File: src/rtl/rtc_sp_pkg.sv
// Shared types and codes for the serial host port.
// Assumes command nibbles 00xx form the register-control group.
package rtc_sp_pkg;
    typedef enum logic [1:0] {
        RC_HOLD  = 2'b00,
        RC_SHIFT = 2'b01,
        RC_SET   = 2'b10,
        RC_READ  = 2'b11
    } rc_mode_e;

    localparam logic [2:0] PAR_SERIAL = 3'b111;
    localparam logic [3:0] CMD_SET    = 4'b0010;
    localparam logic [3:0] CMD_READ   = 4'b0011;
    localparam logic [3:0] CMD_TEST   = 4'b1111;
endpackage

File: src/rtl/rtc_sp_sync.sv
// Multi-stage synchroniser for a bundle of asynchronous host pins.
// Assumes every bit is a slow level; all bits see the same latency.
module rtc_sp_sync #(
    parameter int W      = 1,
    parameter int STAGES = 2
) (
    input  logic         clk_i,
    input  logic         rst_ni,
    input  logic [W-1:0] async_i,
    output logic [W-1:0] sync_o
);
    logic [W-1:0] stg_q [STAGES];

    // Shift the pin values through the synchroniser chain.
    always_ff @(posedge clk_i) begin
        if (!rst_ni) begin
            for (int i = 0; i < STAGES; i++) stg_q[i] <= '0;
        end else begin
            stg_q[0] <= async_i;
            for (int i = 1; i < STAGES; i++) stg_q[i] <= stg_q[i-1];
        end
    end

    assign sync_o = stg_q[STAGES-1];
endmodule

File: src/rtl/rtc_sp_dec.sv
// Command decoder: latches parallel codes or serial nibbles on a strobe,
// tracks the register-control mode, test mode and one-shot counter moves.
// Assumes stb_ev_i is already gated by chip select.
module rtc_sp_dec
    import rtc_sp_pkg::*;
#(
    parameter int CMD_W = 4
) (
    input  logic             clk_i,
    input  logic             rst_ni,
    input  logic             stb_ev_i,
    input  logic [2:0]       par_code_i,
    input  logic [CMD_W-1:0] cmd_field_i,
    output rc_mode_e         rc_mode_o,
    output logic             serial_o,
    output logic [CMD_W-1:0] cmd_o,
    output logic             cmd_vld_o,
    output logic             test_o,
    output logic             set_pulse_o,
    output logic             read_pulse_o
);
    logic [CMD_W-1:0] new_cmd;
    rc_mode_e         rc_q;
    logic             serial_q, test_q, vld_q, set_q, read_q;
    logic [CMD_W-1:0] cmd_q;

    // Select the command source: serial nibble or zero-extended parallel code.
    always_comb begin
        if (par_code_i == PAR_SERIAL) new_cmd = cmd_field_i;
        else                          new_cmd = CMD_W'({1'b0, par_code_i});
    end

    // Latch command state on each accepted strobe.
    always_ff @(posedge clk_i) begin
        if (!rst_ni) begin
            rc_q     <= RC_HOLD;
            serial_q <= 1'b0;
            test_q   <= 1'b0;
            cmd_q    <= '0;
            vld_q    <= 1'b0;
            set_q    <= 1'b0;
            read_q   <= 1'b0;
        end else begin
            vld_q  <= stb_ev_i;
            set_q  <= stb_ev_i && (new_cmd == CMD_SET);
            read_q <= stb_ev_i && (new_cmd == CMD_READ);
            if (stb_ev_i) begin
                cmd_q    <= new_cmd;
                serial_q <= (par_code_i == PAR_SERIAL);
                test_q   <= (new_cmd == CMD_TEST);
                if (new_cmd[CMD_W-1:2] == '0) rc_q <= rc_mode_e'(new_cmd[1:0]);
            end
        end
    end

    assign rc_mode_o    = rc_q;
    assign serial_o     = serial_q;
    assign cmd_o        = cmd_q;
    assign cmd_vld_o    = vld_q;
    assign test_o       = test_q;
    assign set_pulse_o  = set_q;
    assign read_pulse_o = read_q;


    test_from_f_chk: assert property (@(posedge clk_i) disable iff (!rst_ni)
        $rose(test_q) |-> (cmd_q == CMD_TEST));

    par_range_chk: assert property (@(posedge clk_i) disable iff (!rst_ni)
        (vld_q && !serial_q) |-> (cmd_q[CMD_W-1] == 1'b0));
endmodule

File: src/rtl/rtc_sp_shreg.sv
// Host shift register: 40-bit short path or 52-bit long path with a
// command nibble at the top; loads counter snapshots on request.
// Assumes load and shift events never coincide (strobe-separated).
module rtc_sp_shreg
    import rtc_sp_pkg::*;
#(
    parameter int DATA_W  = 48,
    parameter int SHORT_W = 40,
    parameter int CMD_W   = 4
) (
    input  logic              clk_i,
    input  logic              rst_ni,
    input  logic              sh_ev_i,
    input  logic              sdi_i,
    input  logic              serial_i,
    input  rc_mode_e          rc_mode_i,
    input  logic              load_i,
    input  logic [DATA_W-1:0] load_val_i,
    output logic [CMD_W-1:0]  cmd_field_o,
    output logic [DATA_W-1:0] data_o,
    output logic              lsb_o
);
    localparam int TOT_W = DATA_W + CMD_W;

    logic [TOT_W-1:0] sr_q;

    // Shift, refill or load the register according to the current mode.
    always_ff @(posedge clk_i) begin
        if (!rst_ni) begin
            sr_q <= '0;
        end else if (load_i) begin
            sr_q[DATA_W-1:0] <= load_val_i;
        end else if (sh_ev_i) begin
            if (rc_mode_i == RC_SHIFT) begin
                if (serial_i) sr_q <= {sdi_i, sr_q[TOT_W-1:1]};
                else          sr_q[SHORT_W-1:0] <= {sdi_i, sr_q[SHORT_W-1:1]};
            end else if (serial_i) begin
                sr_q[TOT_W-1:DATA_W] <= {sdi_i, sr_q[TOT_W-1:DATA_W+1]};
            end
        end
    end

    assign cmd_field_o = sr_q[TOT_W-1:DATA_W];
    assign data_o      = sr_q[DATA_W-1:0];
    assign lsb_o       = sr_q[0];


    data_frozen_chk: assert property (@(posedge clk_i) disable iff (!rst_ni)
        (!load_i && !(sh_ev_i && rc_mode_i == RC_SHIFT)) |=> $stable(sr_q[DATA_W-1:0]));
endmodule

File: src/rtl/rtc_serial_port.sv
// Top of the host serial port: synchronises host pins, detects serial
// clock and strobe edges under chip select, and drives the data output.
// Assumes the host pins change slowly relative to clk_i.
module rtc_serial_port
    import rtc_sp_pkg::*;
#(
    parameter int DATA_W  = 48,
    parameter int SHORT_W = 40,
    parameter int CMD_W   = 4,
    parameter int STAGES  = 2
) (
    input  logic              clk_i,
    input  logic              rst_ni,
    input  logic              sclk_i,
    input  logic              sdi_i,
    input  logic              stb_i,
    input  logic              cs_i,
    input  logic              oe_i,
    input  logic [2:0]        mode_i,
    input  logic              sec_sq_i,
    input  logic [DATA_W-1:0] cnt_rd_i,
    output logic              sdo_o,
    output logic              sdo_en_o,
    output logic [DATA_W-1:0] cnt_wr_o,
    output logic              cnt_wr_en_o,
    output logic              cnt_hold_o,
    output logic              year_en_o,
    output logic [CMD_W-1:0]  cmd_o,
    output logic              cmd_vld_o,
    output logic              test_o
);
    localparam int PIN_W = 7;

    logic [PIN_W-1:0] pins_s;
    logic             sclk_s, sdi_s, stb_s, cs_s;
    logic [2:0]       mode_s;
    logic             sclk_d, stb_d;
    logic             sh_ev, stb_ev;
    rc_mode_e         rc_mode;
    logic             serial, set_p, read_p, lsb;
    logic [CMD_W-1:0] cmd_field;

    rtc_sp_sync #(.W(PIN_W), .STAGES(STAGES)) sync_i (
        .clk_i   (clk_i),
        .rst_ni  (rst_ni),
        .async_i ({mode_i, cs_i, stb_i, sdi_i, sclk_i}),
        .sync_o  (pins_s)
    );

    assign {mode_s, cs_s, stb_s, sdi_s, sclk_s} = pins_s;

    // Remember the previous synchronised clock and strobe for edge detection.
    always_ff @(posedge clk_i) begin
        if (!rst_ni) begin
            sclk_d <= 1'b0;
            stb_d  <= 1'b0;
        end else begin
            sclk_d <= sclk_s;
            stb_d  <= stb_s;
        end
    end

    assign sh_ev  = sclk_s && !sclk_d && cs_s;
    assign stb_ev = stb_s && !stb_d && cs_s;

    rtc_sp_dec #(.CMD_W(CMD_W)) dec_i (
        .clk_i        (clk_i),
        .rst_ni       (rst_ni),
        .stb_ev_i     (stb_ev),
        .par_code_i   (mode_s),
        .cmd_field_i  (cmd_field),
        .rc_mode_o    (rc_mode),
        .serial_o     (serial),
        .cmd_o        (cmd_o),
        .cmd_vld_o    (cmd_vld_o),
        .test_o       (test_o),
        .set_pulse_o  (set_p),
        .read_pulse_o (read_p)
    );

    rtc_sp_shreg #(.DATA_W(DATA_W), .SHORT_W(SHORT_W), .CMD_W(CMD_W)) sr_i (
        .clk_i       (clk_i),
        .rst_ni      (rst_ni),
        .sh_ev_i     (sh_ev),
        .sdi_i       (sdi_s),
        .serial_i    (serial),
        .rc_mode_i   (rc_mode),
        .load_i      (read_p),
        .load_val_i  (cnt_rd_i),
        .cmd_field_o (cmd_field),
        .data_o      (cnt_wr_o),
        .lsb_o       (lsb)
    );

    // Choose the data output source by register mode.
    always_comb begin
        if (rc_mode == RC_SHIFT || rc_mode == RC_SET) sdo_o = lsb;
        else                                          sdo_o = sec_sq_i;
    end

    assign sdo_en_o    = oe_i || test_o;
    assign cnt_wr_en_o = set_p;
    assign cnt_hold_o  = (rc_mode == RC_SET);
    assign year_en_o   = serial;


    wr_in_set_chk: assert property (@(posedge clk_i) disable iff (!rst_ni)
        cnt_wr_en_o |-> cnt_hold_o);

    cs_gate_chk: assert property (@(posedge clk_i) disable iff (!rst_ni)
        !cs_s |=> ($stable(cmd_o) && $stable(test_o) && !cmd_vld_o));
endmodule

File: config.mk
export PLATFORM = sky130hd
export DESIGN_NAME = rtc_serial_port
export DESIGN_NICKNAME = d
export VERILOG_FILES = /design/src/rtl/rtc_sp_pkg.sv /design/src/rtl/rtc_sp_sync.sv /design/src/rtl/rtc_sp_dec.sv /design/src/rtl/rtc_sp_shreg.sv /design/src/rtl/rtc_serial_port.sv
export SDC_FILE = /design/constraint.sdc
export NUM_CORES = 1
export LEC_CHECK = 0
export BUFFER_PORTS_ARGS = -buffer_cell sky130_fd_sc_hd__buf_4
export CELL_PAD_IN_SITES_DETAIL_PLACEMENT = 2
export CELL_PAD_IN_SITES_GLOBAL_PLACEMENT = 2
export CORE_ASPECT_RATIO = 0.5
export CORE_MARGIN = 2
export CORE_UTILIZATION = 29
export DETAILED_ROUTE_END_ITERATION = 10
export PLACE_DENSITY = 0.91
export SYNTH_ARGS = -nofsm -noshare
export SYNTH_HDL_FRONTEND = slang
export SYNTH_SLANG_ARGS = --single-unit
File: constraint.sdc
create_clock -name clk_i -period 1.7 [get_ports clk_i]
set_clock_uncertainty 0.05 [all_clocks]
set_input_delay 0.17 -clock clk_i [delete_from_list [all_inputs] [get_ports clk_i]]
set_output_delay 0.17 -clock clk_i [all_outputs]
set_load 0.005 [all_outputs]
After elaboration in Yosys (flattened, before gate mapping)
Memory sizes are Yosys's and may differ from the RTL's.
Index checks and enable logic that the tools add are counted.
{"block": "classes", "eq_ne": 6, "n_mux": 13, "bitwise": 3, "reduce_logical": 18}
{"op": "48-bit two-way mux", "count": 3}
{"op": "40-bit two-way mux", "count": 1}
{"op": "7-bit two-way mux", "count": 2}
{"op": "12-bit two-way mux", "count": 1}
{"op": "4-bit two-way mux", "count": 3}
{"op": "4-bit by 2-bit == test with 1-bit output (second input constant)", "count": 2}
{"op": "1-bit logical AND", "count": 6}
{"op": "3-bit AND reduction", "count": 2}
{"op": "2-bit nonzero test", "count": 3}
{"op": "4-bit == test (second input constant)", "count": 1}
{"op": "2-bit AND reduction", "count": 2}
{"op": "3-bit == test (second input constant)", "count": 1}
{"op": "1-bit two-way mux", "count": 3}
{"op": "2-bit by 1-bit == test with 1-bit output (second input constant)", "count": 1}
{"op": "2-bit == test (second input constant)", "count": 1}
{"op": "1-bit logical NOT", "count": 2}
{"op": "2-bit logical NOT", "count": 1}
{"op": "1-bit logical OR", "count": 2}
{"op": "1-bit OR", "count": 2}
{"op": "1-bit inverter", "count": 1}
{"block": "word_totals", "regBits": 65, "mem_bits_rw": 14, "input_bits": 59, "output_inout_bits": 59, "word_cells": 53, "memories": 1}
{"name": "sync_i.stg_q", "words": 2, "width": 7, "read_ports": 2, "rd_ports_with_merged_regs": 0, "wr": 2, "line": "rtc_sp_sync.sv:12", "text": "logic [W-1:0] stg_q [STAGES];"}

Depth between registers and ports, before layout
{"block": "depth", "ltp_word": 5, "mapped_depth": 6, "depth_no_buf": 5}

Modules after synthesis
From an unflattened synthesis, not the netlist that was laid out.
{"block": "hier_totals", "cells_unflattened": 326, "area_unflattened_um2": 3216.8}
{"module": "rtc_sp_shreg", "n_inst": 1, "cells_per_inst": 232, "area_per_inst_um2": 2205.9, "seq_area_each_um2": 1041.0}
{"module": "rtc_sp_dec", "n_inst": 1, "cells_per_inst": 48, "area_per_inst_um2": 459.2, "seq_area_each_um2": 220.2}
{"module": "rtc_sp_sync", "n_inst": 1, "cells_per_inst": 36, "area_per_inst_um2": 444.2, "seq_area_each_um2": 280.3}
{"module": "rtc_serial_port", "n_inst": 1, "cells_per_inst": 10, "area_per_inst_um2": 107.6, "seq_area_each_um2": 40.0}

Worst setup path after synthesis
OpenSTA, ideal clock, no wires.
{"block": "synth_path", "kind": "reg-to-reg", "start": "register dec_i.rc_q[1] (netlist: dec_i.rc_mode_o[1])", "end": "register sr_i.sr_q[0]", "setup_time_ps": 122, "t_arrival_ps": 1266, "required_time_ps": 1528, "path_slack_ps": 262, "stages_incl_launch_ff": 7, "n_path_buf": 1, "period_less_slack_ps": 1438, "cell_sequence": "dfxtp_1 -> inv_1 -> ha_1 -> nand4b_1 -> buf_2 -> mux2i_1 -> a21oi_1"}
{"block": "synth_between", "elab_chain_len": 3}
{"item": "start, declared", "line": "rtc_sp_dec.sv:23", "text": "rc_mode_e rc_q;"}
{"item": "start signal, assigned", "line": "rtc_sp_dec.sv:51", "text": "if (new_cmd[CMD_W-1:2] == '0) rc_q <= rc_mode_e'(new_cmd[1:0]);"}
{"item": "2-bit by 1-bit == test with 1-bit output", "line": "rtc_sp_shreg.sv:34", "text": "if (rc_mode_i == RC_SHIFT) begin"}
{"item": "2-bit nonzero test (no line)"}
{"item": "2-bit AND reduction (no line)"}
{"item": "end signal, assigned", "line": "rtc_sp_shreg.sv:35", "text": "if (serial_i) sr_q <= {sdi_i, sr_q[TOT_W-1:1]};"}
{"item": "end signal, assigned by index", "line": "rtc_sp_shreg.sv:36", "text": "else sr_q[SHORT_W-1:0] <= {sdi_i, sr_q[SHORT_W-1:1]};"}
{"item": "end signal, assigned by index", "line": "rtc_sp_shreg.sv:38", "text": "sr_q[TOT_W-1:DATA_W] <= {sdi_i, sr_q[TOT_W-1:DATA_W+1]};"}
{"item": "end, declared", "line": "rtc_sp_shreg.sv:25", "text": "logic [TOT_W-1:0] sr_q;"}
Every way passes these cells.
A chain may end at the register's enable or synchronous reset.

Worst setup path after layout
{"block": "layout_path", "start": "register dec_i.rc_q[0] (netlist: dec_i.rc_mode_o[0])", "end": "output sdo_o"}
{"block": "layout_between", "elab_chain_len": 3, "word_cells_on_any_way": 4, "cone_classes": "eq/ne: 2; mux: 1; reduce/logical: 1"}
{"item": "2-bit by 1-bit == test with 1-bit output / 2-bit == test (equally long branches)", "line": "rtc_serial_port.sv:97", "text": "if (rc_mode == RC_SHIFT || rc_mode == RC_SET) sdo_o = lsb;"}
{"item": "1-bit logical OR (*)", "line": "rtc_serial_port.sv:97"}
{"item": "1-bit two-way mux (*)", "line": "rtc_serial_port.sv:97"}
{"item": "end, declared", "line": "rtc_serial_port.sv:22", "text": "output logic sdo_o,"}
Mark *: on every way between the ends. The rest lies on a longest branch, timed or not.

==> metrics.txt <==
Max rail drop VDD=471.5 uV; clk_lat worst skew=roughly 0.33 ns; antenna-violating nets left=0; critical path cell sequence=inv_2 -> ha_1 -> mux2_4 -> buf_4; Startpoint Class=flip-flop; clock share of power=0.518; final core utilization=0.4308; Crit path required time=1.48 ns; combinational fraction of design power=0.047; Layout Cells excl Fill=a little over 600; Final Wtd Congestion=0.7949; post-synthesis mux area share=0.1881; WP data arrival=1.43 ns; largest net degree at the start of global routing=44; number of diodes=0; Initial Util=0.2969; via count=2924; Max Slew Vio Count=0; Placed Cells=583; initial antenna violation count=0; setup slack after layout=between 0.04 and 0.05 ns; Flop pwr share=0.436; DR DRC count=0; Lkg Pwr=2.294 nW; xor and xnor area share after synthesis=0; io pins=118; Simple-Gate Fraction of Synth Area=0.1132; vias in the first global route=3014; vias per std cell=4.817; drt pass-1 iters=4; Synth Net Count=400; area of the mapped netlist=3259 um^2; library cells used by synthesis=29; drt wl/cell=16.63 um; Hold/Removal Path Class=input port to flip-flop; die height=78.97 um; Max Fanout on Critical Path=3; initial DRC count=105; final WL=10100 um; overall global routing resource usage=0.1653; Period minus WS final=1.653 ns; Final Cell Area=4730 um^2; row cnt=27; setup TNS=0 ns; root buffer cell=clkbuf_16; Final Hold Viols=0; CP max stage cell=dfxtp_2; Syn-to-layout area delta=45.11%; Area after DPL=4287 um^2; Design Power=between 4 and 5 mW; post-synthesis compound-gate area fraction=0.1612; Clock transition at path regs=0.06 ns; type of the worst setup path=flip-flop to primary output; # Max-Cap Violations=0; Post-Place Worst Slack=between 0.06 and 0.07 ns; slew margin rel.=0.7059; layout cells sized above 1=0.3485; Int Pwr=3.463 mW; Clock Path Buffers=2; PD cells=912.6 nW/um^2; post-synthesis register bit count=79; Critical Path Max Stage Delay=~0.35 ns; Psw=0.8530 mW; Post-Syn Instances=339; Finish-stage setup viols=0; Adder-Cell Fraction of Synth Area=0.007678; DP HPWL=7243 um; final-stage net count=518; die area=12160 um^2; area of the core=10980 um^2; Avg Cell Area, Syn=9.615 um^2; status=complete, no violations; clk sinks=79; Critical Path End Type=primary output; worst hold slack=0.01578 ns; Tightest Pin Transition=approximately 0.44 ns; CTS Buf Count=9; Final Cycle Share=0.9722; Peak Freq=605.1 MHz; first-pass GRT wire length=roughly 16000 um; Net Sw Frac=0.1976; sequential share of the synthesized area=0.4852; main combinational cell family by area after synthesis=multiplexers; clock tree from TritonCTS=built; IO buf count=approximately 120; Overflow after GRT=0; unrepaired setup endpoints after global routing=true; DIE WIDTH=153.9 um; Syn. warnings=0; H-tree depth=3
[routing by layer]
layer	track usage	vias up	wire length, um
met2	0.3162	65	5254
met4	0.05514	0	160
met5	0	-	0
li1	-	1423	-
met1	0.1791	1422	4257
met3	0.04531	14	423
[cell families after synthesis]
kind of cell	Yosys count
simple gates	71
compound gates	96
flops	79
buf+inv	31
mux	60
fa+ha+maj	2
[state kept, by name (all words and copies together), names as in the netlist]
signal,flops
dec_i.cmd_o,4
dec_i.cmd_vld_o,1
dec_i.rc_mode_o,2
dec_i.read_pulse_o,1
dec_i.serial_o,1
dec_i.set_pulse_o,1
dec_i.test_o,1
sclk_d,1
sr_i.sr_q,52
stb_d,1
sync_i.stg_q,14
[critical path: cells and delay by family, from the launching register on]
kind	cells	cell delay, ns
multiplexers	1	0.30
buffers and inverters	2	0.16
adder cells (fa/ha/maj)	1	0.29
flip-flops	1	0.35
[cells in the final DEF, fill, tap and decap left out, types with 10 or more instances in the layout]
cell and n:
buf_4 123, dfxtp_1 77, mux2i_1 50, o21ai_0 45
a21oi_1 39, nand2_1 28, and2_1 16, nand3_1 12
clkbuf_16 10
[final timing paths]
path	from	endpoint	slack [ns]	cells after the start
max	dec_i.rc_mode_o[0]$_SDFFE_PN0P_	sdo_o	0.05	4
min	cs_i	sync_i.stg_q[0][3]$_SDFF_PN0_	0.02	2
max reg2reg	dec_i.rc_mode_o[1]$_SDFFE_PN0P_	sr_i.sr_q[25]$_SDFFE_PN0P_	0.10	7
min reg2reg	sync_i.stg_q[0][3]$_SDFF_PN0_	sync_i.stg_q[0][10]$_SDFF_PN0_	0.39	1
[Yosys cell counts, drive strengths merged]
cell,count,area [um^2]
nor2,1,3.750
nand2,28,105.1
buf,10,66.31
nor4bb,1,10.01
nor3,1,5.000
o211ai,1,7.510
mux2,10,112.6
and3b,1,8.760
dfxtp,79,1582
or2,2,12.51
clkinv,1,3.750
and3,3,18.77
nand3b,3,22.52
and2,16,100.1
inv,5,18.77
nand4,1,6.260
o21ai,46,234.0
nor3b,1,7.510
mux2i,50,500.5
a21oi,39,195.2
ha,2,25.02
a21boi,9,67.56
nand3,12,60.06
clkbuf,15,56.30
a31oi,1,21.27
nand4b,1,8.760
[power groups by stage]
stage / clock network (mW) / logic, mW / registers (mW)
after floorplan: 0 / 0.0632 / 1.92
after global placement: 0 / 0.188 / 1.92
after detailed placement: 0 / 0.194 / 1.92
after CTS: 2.28 / 0.204 / 1.88
after global routing: 2.35 / 0.221 / 1.88
final: 2.23 / 0.201 / 1.88
[cell type report]
class	instances	area (um^2)
clock buffer	10	239.0
sequential	79	1584
inverter	6	22.52
clock inverter	6	107.6
timing repair buffer	132	1059
multi-input combinational	229	1536
tap	145	181.4
fill	1211	6250
[what timing repair did]
action | CTS | global route
endpoints found under the hold margin | 5 | 0
cloned | 0 | 1
setup buffers | 0 | 2
resized for setup | 1 | 3
hold buffers | 5 | 0
endpoints found under the setup margin | 1 | 4
(Power assumes the default switching activity.)
